File: src/rtl/cbu_pkg.sv
package cbu_pkg;
    typedef enum logic [2:0] {
        MK_OTHER = 3'd0,
        MK_BASE  = 3'd1,
        MK_SIZE  = 3'd2,
        MK_POS   = 3'd3,
        MK_DATA  = 3'd4
    } mkind_t;
endpackage

File: src/rtl/cbu_decode.sv
module cbu_decode
    import cbu_pkg::*;
#(
    parameter int METHOD_W  = 12,
    parameter int NUM_SLOTS = 16,
    parameter int DATA_BASE = 'h100,
    parameter int M_BASE    = 'h010,
    parameter int M_SIZE    = 'h011,
    parameter int M_POS     = 'h012
) (
    input  logic [METHOD_W-1:0]          method,
    output mkind_t                       kind,
    output logic [$clog2(NUM_SLOTS)-1:0] slot
);
    localparam int SLOT_W = $clog2(NUM_SLOTS);
    localparam logic [METHOD_W-1:0] LO = METHOD_W'(DATA_BASE);
    localparam logic [METHOD_W:0]   HI = (METHOD_W+1)'(DATA_BASE + NUM_SLOTS);

    logic [METHOD_W-1:0] offs;

    always_comb begin
        offs = method - LO;
        slot = SLOT_W'(offs);
        if (method >= LO && {1'b0, method} < HI)         kind = MK_DATA;
        else if (method == METHOD_W'(M_BASE))            kind = MK_BASE;
        else if (method == METHOD_W'(M_SIZE))            kind = MK_SIZE;
        else if (method == METHOD_W'(M_POS))             kind = MK_POS;
        else                                             kind = MK_OTHER;
    end
endmodule

File: src/rtl/cbu_wordbuf.sv
module cbu_wordbuf #(
    parameter int DEPTH  = 16,
    parameter int DATA_W = 32,
    parameter int IDX_W  = (DEPTH > 1) ? $clog2(DEPTH) : 1
) (
    input  logic              clk,
    input  logic              we,
    input  logic [IDX_W-1:0]  widx,
    input  logic [DATA_W-1:0] wdata,
    input  logic [IDX_W-1:0]  ridx,
    output logic [DATA_W-1:0] rdata
);
    logic [DATA_W-1:0] ent_q [DEPTH];

    for (genvar i = 0; i < DEPTH; i++) begin : g_ent
        logic [DATA_W-1:0] ent_d;
        always_comb begin
            ent_d = ent_q[i];
            if (we && widx == IDX_W'(i)) ent_d = wdata;
        end
        always_ff @(posedge clk) begin
            ent_q[i] <= ent_d;
        end
    end

    always_comb begin
        rdata = '0;
        for (int k = 0; k < DEPTH; k++) begin
            if (ridx == IDX_W'(k)) rdata = ent_q[k];
        end
    end
endmodule

File: src/rtl/cbu_drain.sv
module cbu_drain #(
    parameter int ADDR_W = 32,
    parameter int POS_W  = 16,
    parameter int SLOT_W = 4,
    parameter int CNT_W  = 5,
    parameter int IDX_W  = 4
) (
    input  logic              clk,
    input  logic              rst_n,
    input  logic              start,
    input  logic [ADDR_W-1:0] st_addr,
    input  logic [POS_W-1:0]  st_len,
    input  logic              st_err,
    input  logic [SLOT_W-1:0] st_slot,
    input  logic [CNT_W-1:0]  st_beats,
    input  logic              o_ready,
    output logic              o_valid,
    output logic              o_last,
    output logic [ADDR_W-1:0] o_addr,
    output logic [POS_W-1:0]  o_len,
    output logic              o_err,
    output logic [SLOT_W-1:0] o_slot,
    output logic [IDX_W-1:0]  rd_idx
);
    typedef struct packed {
        logic              act;
        logic [CNT_W-1:0]  idx;
        logic [CNT_W-1:0]  beats;
        logic [ADDR_W-1:0] addr;
        logic [POS_W-1:0]  len;
        logic              err;
        logic [SLOT_W-1:0] slot;
    } dr_t;

    dr_t dr_d, dr_q;
    logic is_last;

    always_comb begin
        dr_d    = dr_q;
        is_last = (dr_q.idx + CNT_W'(1)) == dr_q.beats;
        if (start) begin
            dr_d.act   = 1'b1;
            dr_d.idx   = '0;
            dr_d.beats = st_beats;
            dr_d.addr  = st_addr;
            dr_d.len   = st_len;
            dr_d.err   = st_err;
            dr_d.slot  = st_slot;
        end else if (dr_q.act && o_ready) begin
            if (is_last) dr_d.act = 1'b0;
            else         dr_d.idx = dr_q.idx + CNT_W'(1);
        end
    end

    always_ff @(posedge clk) begin
        if (!rst_n) dr_q <= '0;
        else        dr_q <= dr_d;
    end

    assign o_valid = dr_q.act;
    assign o_last  = dr_q.act && is_last;
    assign o_addr  = dr_q.addr;
    assign o_len   = dr_q.len;
    assign o_err   = dr_q.err;
    assign o_slot  = dr_q.slot;
    assign rd_idx  = IDX_W'(dr_q.idx);


    out_hold_chk: assert property (@(posedge clk) disable iff (!rst_n)
        (o_valid && !o_ready) |=> (o_valid && $stable(o_addr) && $stable(o_len)
                                   && $stable(o_err) && $stable(o_slot) && $stable(rd_idx)));

    last_ends_chk: assert property (@(posedge clk) disable iff (!rst_n)
        (o_valid && o_ready && o_last) |=> !o_valid);
endmodule

File: src/rtl/cbuf_stream_upload.sv
module cbuf_stream_upload
    import cbu_pkg::*;
#(
    parameter int METHOD_W  = 12,
    parameter int DATA_W    = 32,
    parameter int ADDR_W    = 32,
    parameter int POS_W     = 16,
    parameter int DEPTH     = 16,
    parameter int NUM_SLOTS = 16,
    parameter int DATA_BASE = 'h100,
    parameter int M_BASE    = 'h010,
    parameter int M_SIZE    = 'h011,
    parameter int M_POS     = 'h012
) (
    input  logic                         clk,
    input  logic                         rst_n,
    input  logic                         m_valid,
    output logic                         m_ready,
    input  logic [METHOD_W-1:0]          m_method,
    input  logic [DATA_W-1:0]            m_data,
    output logic                         o_valid,
    input  logic                         o_ready,
    output logic [ADDR_W-1:0]            o_addr,
    output logic [POS_W-1:0]             o_len,
    output logic                         o_err,
    output logic [$clog2(NUM_SLOTS)-1:0] o_slot,
    output logic [DATA_W-1:0]            o_data,
    output logic                         o_last
);
    localparam int SLOT_W = $clog2(NUM_SLOTS);
    localparam int CNT_W  = $clog2(DEPTH + 1);
    localparam int IDX_W  = (DEPTH > 1) ? $clog2(DEPTH) : 1;
    localparam logic [METHOD_W:0] IDLE_MARK = {1'b1, {METHOD_W{1'b0}}};

    typedef struct packed {
        logic [ADDR_W-1:0]  base;
        logic [POS_W-1:0]   size;
        logic [POS_W-1:0]   pos;
        logic [POS_W-1:0]   start;
        logic [METHOD_W:0]  cur;
        logic [SLOT_W-1:0]  slot;
        logic [CNT_W-1:0]   cnt;
    } st_t;

    st_t st_d, st_q;

    mkind_t             kind;
    logic [SLOT_W-1:0]  dec_slot;
    logic               burst_open, same_m, full, need_flush, flush_go, m_fire;
    logic               draining, wr_en;
    logic [IDX_W-1:0]   rd_idx;
    logic [ADDR_W-1:0]  fl_addr;
    logic [POS_W-1:0]   fl_len;
    logic               fl_err;

    cbu_decode #(
        .METHOD_W (METHOD_W), .NUM_SLOTS(NUM_SLOTS), .DATA_BASE(DATA_BASE),
        .M_BASE   (M_BASE),   .M_SIZE   (M_SIZE),    .M_POS    (M_POS)
    ) u_dec (
        .method (m_method),
        .kind   (kind),
        .slot   (dec_slot)
    );

    always_comb begin
        st_d       = st_q;
        burst_open = !st_q.cur[METHOD_W];
        same_m     = burst_open && (st_q.cur[METHOD_W-1:0] == m_method);
        full       = (st_q.cnt == CNT_W'(DEPTH));
        need_flush = burst_open && (!same_m || full);
        m_ready    = !draining && !need_flush;
        m_fire     = m_valid && m_ready;
        flush_go   = m_valid && !draining && need_flush;
        wr_en      = m_fire && (kind == MK_DATA);
        fl_addr    = st_q.base + ADDR_W'(st_q.start);
        fl_len     = st_q.pos - st_q.start;
        fl_err     = (st_q.base == '0) || (st_q.pos > st_q.size);

        if (flush_go) begin
            st_d.cur = IDLE_MARK;
            st_d.cnt = '0;
        end else if (m_fire) begin
            unique case (kind)
                MK_BASE: st_d.base = ADDR_W'(m_data);
                MK_SIZE: st_d.size = POS_W'(m_data);
                MK_POS:  st_d.pos  = POS_W'(m_data);
                MK_DATA: begin
                    if (!burst_open) begin
                        st_d.cur   = {1'b0, m_method};
                        st_d.slot  = dec_slot;
                        st_d.start = st_q.pos;
                    end
                    st_d.cnt = st_q.cnt + CNT_W'(1);
                    st_d.pos = st_q.pos + POS_W'(4);
                end
                default: ;
            endcase
        end
    end

    always_ff @(posedge clk) begin
        if (!rst_n) begin
            st_q      <= '0;
            st_q.cur  <= IDLE_MARK;
        end else begin
            st_q <= st_d;
        end
    end

    cbu_wordbuf #(.DEPTH(DEPTH), .DATA_W(DATA_W), .IDX_W(IDX_W)) u_buf (
        .clk   (clk),
        .we    (wr_en),
        .widx  (IDX_W'(st_q.cnt)),
        .wdata (m_data),
        .ridx  (rd_idx),
        .rdata (o_data)
    );

    cbu_drain #(
        .ADDR_W(ADDR_W), .POS_W(POS_W), .SLOT_W(SLOT_W), .CNT_W(CNT_W), .IDX_W(IDX_W)
    ) u_drain (
        .clk      (clk),
        .rst_n    (rst_n),
        .start    (flush_go),
        .st_addr  (fl_addr),
        .st_len   (fl_len),
        .st_err   (fl_err),
        .st_slot  (st_q.slot),
        .st_beats (st_q.cnt),
        .o_ready  (o_ready),
        .o_valid  (o_valid),
        .o_last   (o_last),
        .o_addr   (o_addr),
        .o_len    (o_len),
        .o_err    (o_err),
        .o_slot   (o_slot),
        .rd_idx   (rd_idx)
    );

    assign draining = o_valid;


    stall_drain_chk: assert property (@(posedge clk) disable iff (!rst_n)
        o_valid |-> !m_ready);

    flush_start_chk: assert property (@(posedge clk) disable iff (!rst_n)
        flush_go |=> (o_valid && st_q.cur[METHOD_W]));

    pos_step_chk: assert property (@(posedge clk) disable iff (!rst_n)
        (m_valid && m_ready && kind == MK_DATA) |=> (st_q.pos == $past(st_q.pos) + POS_W'(4)));

    cnt_bound_chk: assert property (@(posedge clk) disable iff (!rst_n)
        st_q.cnt <= CNT_W'(DEPTH));
endmodule

File: config.mk
export PLATFORM = sky130hd
export DESIGN_NAME = cbuf_stream_upload
export DESIGN_NICKNAME = d
export VERILOG_FILES = /design/src/rtl/cbu_pkg.sv /design/src/rtl/cbu_decode.sv /design/src/rtl/cbu_wordbuf.sv /design/src/rtl/cbu_drain.sv /design/src/rtl/cbuf_stream_upload.sv
export SDC_FILE = /design/constraint.sdc
export NUM_CORES = 1
export LEC_CHECK = 0
export BUFFER_PORTS_ARGS = -buffer_cell sky130_fd_sc_hd__buf_4
export CORE_MARGIN = 2
export CORE_UTILIZATION = 60
export DETAILED_ROUTE_END_ITERATION = 6
export PLACE_DENSITY = 0.83
export SYNTH_ARGS = -nofsm -noshare
export SYNTH_HDL_FRONTEND = slang
export SYNTH_SLANG_ARGS = --single-unit
File: constraint.sdc
create_clock -name clk -period 14.27 [get_ports clk]
set_clock_uncertainty 0.15 [all_clocks]
set_input_delay 0.7135 -clock clk [delete_from_list [all_inputs] [get_ports clk]]
set_output_delay 0.7135 -clock clk [all_outputs]
set_load 0.01 [all_outputs]
==> key figures, run 1 <==
Synth
  • Synthesized-area fraction occupied by ao, oa, aoi and oai cells: 14.16%
  • Gate count after technology mapping: 2,337
  • Flops & latches, synth: 678
  • Synthesis Warnings: 0
  • Post-synthesis share of cell area spent on and, or, nand and nor gates: 9.915%
  • EDFF count, synth: 512
  • Post-synthesis share of cell area spent on xor and xnor gates: 1.789%
  • Synthesized Nets: 2,443
  • Part of the Yosys area used for sequential elements: 65.85%
  • Share of cell area taken by muxes after synthesis: 1.692%
  • Share of flip-flops with an asynchronous set or reset after synthesis: 0%
  • Synthesized area per cell: 12.15 um2
  • Primary flip-flop cell chosen by synthesis mapping: edfxtp_1
  • Adder-cell area share of the yosys netlist: 2.609%
  • Post-synthesis cell area: 28,390 um2
  • Main combinational cell family by area after synthesis: compound AO/OA/AOI/OAI gates
  • Library cells used by synthesis: 75

Routing
  • Residual DRC count: 1
  • Count of vias placed by the detailed router: 20,166
  • Routed vias/inst: 6.629
  • Drt wl/cell: 24.53 um
  • Metal-1 WL: 27,200 um
  • DR iter-0 viols: 2,990
  • Met2 WL: 36,090 um
  • Post-detailed-route count of antenna-violating nets: 0
  • Wire length after detailed routing: 74,620 um
  • Top layer used by detailed routing: met4
  • Met3 routed WL: 7681 um
  • Initial DRT Pass Iterations: 7

Critical path
  • Start-to-end type of the worst setup path: flip-flop to primary output
  • Startpoint types: flip-flop
  • Critical-path cell list: inv_1, ha_2, buf_4, nand3_1, buf_4, o22ai_1, nor3_1, a222oi_1, o21ai_0, buf_4
  • CP max stage delay: 1.08 ns
  • Signal arrival time at the worst endpoint: 4.47 ns
  • Top cell by count, worst path: buf_4
  • Capturing element type of the critical path: primary output
  • Required time at the endpoint of the critical path: 13.41 ns
  • Cell with the largest stage delay on the worst path: nand3_1
  • CP top delay family: buffers and inverters
  • Worst Path Max Fanout: 70
  • Buffers & Inverters on Critical Path: 4

Placed design
  • Hpwl dp: 43,250 um
  • RD Place Congestion: 0.8952
  • Pre-CTS setup slack: 9.767 ns
  • # placed instances: 2,925
  • Number of I/O port buffers: 135

CTS
  • Postcts setup bufs: 0
  • Cts hold-fix bufs: 0
  • # resized after CTS: 0
  • Clock network latency to the later pin of the worst-skew pair: 0.61 ns
  • Master cell of the clock root buffer: clkbuf_16
  • Number of clock sinks seen by CTS: 678
  • Total number of H-tree levels: 3
  • Clk slew on worst S/H paths: 0.06 ns
  • TritonCTS clock tree: yes
  • Number of buffers created by CTS: 67
  • Worst-case clock buffer depth: 3

STA
  • Max frequency: 0.1876 GHz
  • Final hold violation count: 0
  • Slew margin rel.: 12.91%
  • Slew Viols, Final: 0
  • Fin crit share: 37.35%
  • Setup tns final: 0 ns
  • Post-layout minimum cycle time: 5.330 ns
  • Endpoints failing setup: 0
  • Fin worst setup slack: 8.940 ns
  • Measured slew at the worst slew-check pin: 1.303 ns
  • Unrepaired setup endpoints after global routing: no

Power and ir drop
  • Combinational fraction of design power: 1.5%
  • Relative contribution of the clock network to total power: 44.9%
  • Leakage power: 0.01097 uW
  • Share of total power in sequential cells: 53.5%
  • Internal: 3170 uW
  • Worst-case vdd ir drop: 0.09248 mV
  • Pwr dens: 124.4 nW/um2
  • Sw power: 784.8 uW
  • Net switching share of the total power: 19.84%

Cells and area
  • Commonest cells after routing, fill and taps aside: edfxtp_1 (512), nand2_1 (218), a21oi_1 (200)
  • Proportion of layout cells with a drive suffix above 1: 13.18%
  • Non-Filler Instances: 3,042
  • Layout overhead on the synthesized area: 11.99%
  • Post-layout net count: 2,493
  • Diodes inserted: 0
  • Number of fill cells in the layout: 3,035
  • Most common cell after layout, fill and taps aside: edfxtp_1

Outcome
  • Violated checks: design-rule violations
  • Run status: finished with violations

Global routing
  • Remaining global-route overflow: 0
  • Vias in the first global route: 19,961
  • Overall global routing resource usage: 29.98%
  • Antenna violations before repair: 0
  • Wire length of the first global-routing pass: 113,400 um
  • Maximum number of pins on one net before global-route repair: 97

Die
  • Horizontal extent of the die: 221.5 um
  • Die Footprint: 49,080 um2
  • Effective utilization at floorplan: 60.86%
  • Height of the die: 221.5 um
  • Cell Rows: 79
  • Num ports: 136
  • Std-Cell Core Area: 46,650 um2

Hold path
  • Worst min-delay path category: input pin to flip-flop

Job
  • Max cap viols: 0
cell type report:
| cell class | instances | area [um2] | share of cell area [%] |
|---|---|---|---|
| clock inverter | 25 | 292.8 | 0.9207 |
| timing repair buffer | 169 | 1269 | 3.990 |
| clock buffer | 92 | 1896 | 5.961 |
| inverter | 48 | 182.7 | 0.5745 |
| sequential | 678 | 18700 | 58.80 |
| tap | 607 | 759.5 | 2.388 |
| multi-input combinational | 1423 | 8702 | 27.37 |
routing by layer:
metal / vias up / GRT usage, %
met5: - / 0
met4: 0 / 15.80
met3: 245 / 5.341
met2: 1384 / 49.65
met1: 9765 / 38.05
li1: 8772 / -
registers in the layout, indices dropped and copies added, names as in the netlist:
| signal | count |
|---|---|
| u_drain.o_addr | 32 |
| u_drain.o_slot | 4 |
| u_buf.ent_q | 512 |
| u_drain.o_valid | 1 |
| u_drain.rd_idx | 4 |
| u_drain.o_len | 16 |
| u_drain.o_err | 1 |
| st_q | 102 |
| u_drain.dr_q | 6 |
logic make-up (layout without fill, tap and decap cells):
group,after synthesis,count (layout)
fa+ha+maj,58,58
buf+inv,236,334
xor+xnor,58,58
simple gates,621,621
compound gates,638,638
mux,48,48
flops,678,678
synth_stat cells, types with 10 or more instances:
cell type | count | share of area (%)
a211oi_1 | 15 | 0.40
a21oi_1 | 201 | 3.5
a221oi_1 | 30 | 0.93
a22oi_1 | 64 | 1.7
a31oi_1 | 39 | 0.86
and2_1 | 36 | 0.79
and3_1 | 13 | 0.29
buf_2 | 13 | 0.23
buf_4 | 53 | 1.4
clkbuf_1 | 112 | 1.5
dfxtp_1 | 166 | 12
edfxtp_1 | 512 | 54
ha_1 | 56 | 2.5
inv_1 | 47 | 0.62
mux2i_1 | 48 | 1.7
nand2_1 | 219 | 2.9
nand2b_1 | 17 | 0.37
nand3_1 | 32 | 0.56
nor2_1 | 215 | 2.8
nor3_1 | 24 | 0.42
nor4_1 | 12 | 0.26
o21a_1 | 10 | 0.26
o21ai_0 | 126 | 2.2
o221ai_1 | 31 | 0.96
o22ai_1 | 65 | 1.4
or3_1 | 13 | 0.29
xnor2_1 | 35 | 1.1
xor2_1 | 23 | 0.71
final timing paths:
| check | depth (start not counted) | startpoint | slack (ns) | end |
|---|---|---|---|---|
| worst max-delay path | 10 | u_drain.rd_idx[0] | 8.94 | o_data[30] |
| worst min-delay path | 3 | m_method[2] | 0.28 | st_q[11] |
| worst max register to register | 9 | st_q[0] | 10.20 | u_buf.ent_q[1][85] |
| worst min register to register | 2 | u_drain.o_addr[3] | 0.31 | u_drain.o_addr[3] |
power by group through the flow:
stage	combinational, uW	clock (uW)	sequential (uW)
2_1_floorplan	14.6	0	2160
3_3_place_gp	56.5	0	2160
3_5_place_dp	58.7	0	2160
4_1_cts	59.0	1780	2120
5_1_grt	63.7	1850	2120
6_report	60.8	1780	2120
worst reg2reg max path, delay by kind of cell (launching register included):
| family | cells | cell delay (ns) |
|---|---|---|
| simple gates | 5 | 2.08 |
| buf+inv | 2 | 0.54 |
| flops | 1 | 0.45 |
| compound gates | 1 | 0.26 |
| fa+ha+maj | 1 | 0.22 |
through the flow:
step / utilization [%] / area (um2) / power [uW] / hold WS (ns)
after floorplan: - / 28390 / 2175 / 0.2763
after global routing: 68.16 / 31800 / 4030 / 0.2989
final: 68.16 / 31800 / 3955 / 0.2791
after CTS: 68.15 / 31800 / 3956 / 0.2558
after global placement: 63.46 / 29610 / 2216 / 0.2893
after detailed placement: 63.46 / 29610 / 2218 / 0.2946
No activity file was read; power rests on OpenSTA's default activity.
==> run 2: changes to the inputs <==
--- a/config.mk
+++ b/config.mk
@@ -5,11 +5,12 @@
 export SDC_FILE = /design/constraint.sdc
 export NUM_CORES = 1
 export LEC_CHECK = 0
+export ABC_AREA = 1
 export BUFFER_PORTS_ARGS = -buffer_cell sky130_fd_sc_hd__buf_4
 export CORE_MARGIN = 2
-export CORE_UTILIZATION = 60
+export CORE_UTILIZATION = 56
 export DETAILED_ROUTE_END_ITERATION = 6
-export PLACE_DENSITY = 0.83
+export PLACE_DENSITY = 0.81
 export SYNTH_ARGS = -nofsm -noshare
 export SYNTH_HDL_FRONTEND = slang
 export SYNTH_SLANG_ARGS = --single-unit
==> constraint.sdc (replaced) <==
create_clock -name clk -period 4.5 [get_ports clk]
set_clock_uncertainty 0.15 [all_clocks]
set_input_delay 0.225 -clock clk [delete_from_list [all_inputs] [get_ports clk]]
set_output_delay 0.225 -clock clk [all_outputs]
set_load 0.01 [all_outputs]
==> key figures, run 2 <==
Cells and area
  • Flip-flop count of the largest register, all copies and words added: 512 (unchanged)
  • Proportion of layout cells with a drive suffix above 1: 12.30% (was 13.18%)
  • Number of fill cells in the layout: 3,963 (was 3,035)
  • Sequential cell area: 18,700 um2 (unchanged)
  • Utilization after layout: 63.47% (was 68.16%)
  • Area of the multi-input gates: 9453 um2 (was 8702 um2)
  • Diodes inserted: 0 (unchanged)
  • Commonest cells after routing, fill and taps aside: nand2_1 (780), edfxtp_1 (512), inv_1 (286) (was edfxtp_1 (512), nand2_1 (218), a21oi_1 (200))
  • Layout Cell Area excl Fill: 33,960 um2 (was 31,800 um2)
  • Register with the most flip-flops: u_buf.ent_q (unchanged)
  • Layout overhead on the synthesized area: 12.53% (was 11.99%)
  • Most common cell after layout, fill and taps aside: nand2_1 (was edfxtp_1)
  • Post-layout net count: 3,273 (was 2,493)

Job
  • Max cap viols: 0 (unchanged)

Global routing
  • Antenna violations before repair: 2 (was 0)
  • Overall global routing resource usage: 26.88% (was 29.98%)
  • Maximum number of pins on one net before global-route repair: 74 (was 97)
  • Wire length of the first global-routing pass: 117,600 um (was 113,400 um)
  • Vias in the first global route: 22,440 (was 19,961)
  • Remaining global-route overflow: 0 (unchanged)

Power and ir drop
  • Pwr dens: 364.5 nW/um2 (was 124.4 nW/um2)
  • Leakage power: 0.01314 uW (was 0.01097 uW)
  • Net switching share of the total power: 20.48% (was 19.84%)
  • Relative contribution of the clock network to total power: 43.7% (was 44.9%)
  • Worst-case vdd ir drop: 0.3070 mV (was 0.09248 mV)
  • Internal: 9842 uW (was 3170 uW)
  • Share of total power in sequential cells: 54.3% (was 53.5%)
  • Sw power: 2535 uW (was 784.8 uW)
  • Combinational fraction of design power: 2.0% (was 1.5%)

Synth
  • Flops & latches, synth: 678 (unchanged)
  • Primary flip-flop cell chosen by synthesis mapping: edfxtp_1 (unchanged)
  • Gate count after technology mapping: 3,067 (was 2,337)
  • Portion of synthesized cell area occupied by the leading cell type: 50.95% (was 54.15%)
  • Part of the Yosys area used for sequential elements: 61.96% (was 65.85%)
  • Synthesized Nets: 3,173 (was 2,443)
  • Synthesized area per cell: 9.839 um2 (was 12.15 um2)
  • EDFF count, synth: 512 (unchanged)
  • Library cells used by synthesis: 49 (was 75)
  • Synthesis Warnings: 0 (unchanged)
  • Leading cell type by number of instances after synthesis: nand2_1 (was edfxtp_1)
  • Share of flip-flops with an asynchronous set or reset after synthesis: 0% (unchanged)
  • Top cells by area, synth: edfxtp_1 (51%), dfxtp_1 (11%), nand2_1 (9.7%), nand3_1 (4.5%), a21oi_1 (3.7%) (was edfxtp_1 (54%), dfxtp_1 (12%), a21oi_1 (3.5%), nand2_1 (2.9%), nor2_1 (2.8%))
  • Cell accounting for the most synthesized area: edfxtp_1 (unchanged)
  • Post-synthesis cell area: 30,180 um2 (was 28,390 um2)
  • Synth cell count leaders: nand2_1 (780), edfxtp_1 (512), inv_1 (286) (was edfxtp_1 (512), nand2_1 (219), nor2_1 (215))

Routing
  • Count of vias placed by the detailed router: 22,362 (was 20,166)
  • Drt wl/cell: 19.11 um (was 24.53 um)
  • DR iter-0 viols: 2,331 (was 2,990)
  • Residual DRC count: 0 (was 1)
  • Wire length after detailed routing: 74,810 um (was 74,620 um)
  • Routed vias/inst: 5.712 (was 6.629)
  • Post-detailed-route count of antenna-violating nets: 0 (unchanged)
  • Initial DRT Pass Iterations: 6 (was 7)

CTS
  • Clock network latency to the later pin of the worst-skew pair: 0.60 ns (was 0.61 ns)
  • Clk slew on worst S/H paths: 0.06 ns (about the same)
  • Postcts setup bufs: 0 (unchanged)
  • Total number of H-tree levels: 3 (unchanged)
  • Number of clock sinks seen by CTS: 678 (unchanged)
  • Worst-case clock buffer depth: 3 (unchanged)
  • TritonCTS clock tree: yes (unchanged)
  • Number of buffers created by CTS: 69 (was 67)
  • Master cell of the clock root buffer: clkbuf_16 (unchanged)

STA
  • Setup tns final: 0 ns (unchanged)
  • Worst hold slack across all endpoints: 0.07650 ns (was 0.2791 ns)
  • Fin crit share: 91.08%
  • Measured slew at the worst slew-check pin: 1.214 ns (was 1.303 ns)
  • Final hold violation count: 0 (unchanged)
  • Max frequency: 0.2440 GHz
  • Unrepaired setup endpoints after global routing: no (unchanged)
  • Endpoints failing setup: 0 (unchanged)
  • Post-layout minimum cycle time: 4.098 ns
  • Slew Viols, Final: 0 (unchanged)
  • Slew margin rel.: 18.98% (was 12.91%)

Placed design
  • RD Place Congestion: 0.9161 (was 0.8952)
  • Number of I/O port buffers: 135 (unchanged)
  • Post-placement cell area: 31,450 um2 (was 29,610 um2)
  • Hpwl dp: 47,380 um (was 43,250 um)

Die
  • Height of the die: 236.1 um (was 221.5 um)
  • Horizontal extent of the die: 236.1 um (was 221.5 um)
  • Cell Rows: 85 (was 79)
  • Effective utilization at floorplan: 56.41% (was 60.86%)
  • Die Footprint: 55,760 um2 (was 49,080 um2)
  • Num ports: 136 (unchanged)
  • Std-Cell Core Area: 53,500 um2 (was 46,650 um2)

Critical path
  • Capturing element type of the critical path: primary output (unchanged)
  • Required time at the endpoint of the critical path: 4.12 ns (was 13.41 ns)
  • Startpoint types: flip-flop (unchanged)
  • Signal arrival time at the worst endpoint: 3.72 ns (was 4.47 ns)
  • Start-to-end type of the worst setup path: flip-flop to primary output (unchanged)
  • Worst R2R Setup Slack: 1.27 ns (was 10.20 ns)
  • Worst Path Max Fanout: 64 (was 70)

Hold path
  • Worst min-delay path category: input pin to flip-flop (unchanged)

Outcome
  • Run status: finished clean (was finished with violations)
## run 2: cell types whose count changed after synthesis, moves of 26 or more
cell,previous run,this run
nand2_1,219,780
nand3_1,32,273
inv_1,47,286
nor2_1,215,145
a22oi_1,64,0
or2_2,6,70
o22ai_1,65,7
mux2i_1,48,0
and2_1,36,0
clkbuf_1,112,77
a31oi_1,39,7
a221oi_1,30,0
o221ai_1,31,1
xnor2_1,35,9
## run 2: per-stage QoR
stage	cells	power [uW]	worst slack [ns]
2_1_floorplan	3067	6912	1.079
3_3_place_gp	3754	7063	1.125
3_5_place_dp	3754	7069	0.9819
4_1_cts	3915	12430	0.3093
5_1_grt	3915	12690	0.1025
6_report	3915	12380	0.4016
## run 2: worst paths after layout
check	start	endpoint	depth (start not counted)
min reg2reg	st_q[15]	st_q[15]	2
min	m_valid	st_q[4]	7
max reg2reg	st_q[22]	u_drain.o_addr[18]	14
max	u_drain.rd_idx[0]	o_data[3]	20
## run 2: power by group through the flow
stage | Combinational, uW | Clock (uW) | Sequential [uW]
2_1_floorplan | 60.8 | 0 | 6850
6_report | 248 | 5410 | 6720
4_1_cts | 247 | 5470 | 6720
3_3_place_gp | 214 | 0 | 6850
3_5_place_dp | 220 | 0 | 6850
5_1_grt | 266 | 5710 | 6710
## run 2: timing repair
action | CTS | global route
hold buffers | 38 | 0
endpoints found under the hold margin | 570 | 0
resized for setup | 0 | 1
endpoints found under the setup margin | 0 | 6
## run 2: cells by family (layout without fill, tap and decap cells)
kind of cell / count (synthesis) / after routing / synth area share [%]
AO/OA/AOI/OAI: 428 / 428 / 7.472
adder cells (fa/ha/maj): 58 / 58 / 2.455
XOR/XNOR: 41 / 41 / 1.190
buffers and inverters: 483 / 635 / 6.974
AND/OR/NAND/NOR: 1379 / 1379 / 19.94
flip-flops: 678 / 678 / 61.96
## run 2: layout make-up
cell class | count | area share, %
clock inverters | 34 | 0.7333
repair buffers | 214 | 5.011
multi-input cells | 1906 | 27.84
well taps | 696 | 2.565
flip-flops and latches | 678 | 55.07
inverters | 298 | 3.294
clock buffers | 89 | 5.490
## run 2: worst max-delay path: stages (launching register included)
cell     delay, ns
dfxtp_1       0.36
inv_1         0.15
ha_1          0.26
inv_1         0.17
nor3_4        0.14
buf_4         0.62
nand2_1       0.16
nand2_1       0.12
inv_1         0.06
nand2_1       0.09
nand2_1       0.07
nand3_1       0.07
nand3_1       0.11
nand2_1       0.12
nand2_1       0.05
nand3_1       0.07
nand2_1       0.06
nand2_1       0.11
nand2_1       0.05
nand2_1       0.14
buf_4         0.15
## run 2: layer usage
metal | wire length (um) | global-route usage, %
met5 | 0 | 0
met4 | 3108 | 11.89
met1 | 28970 | 34.14
met2 | 37170 | 46.02
met3 | 5563 | 3.874
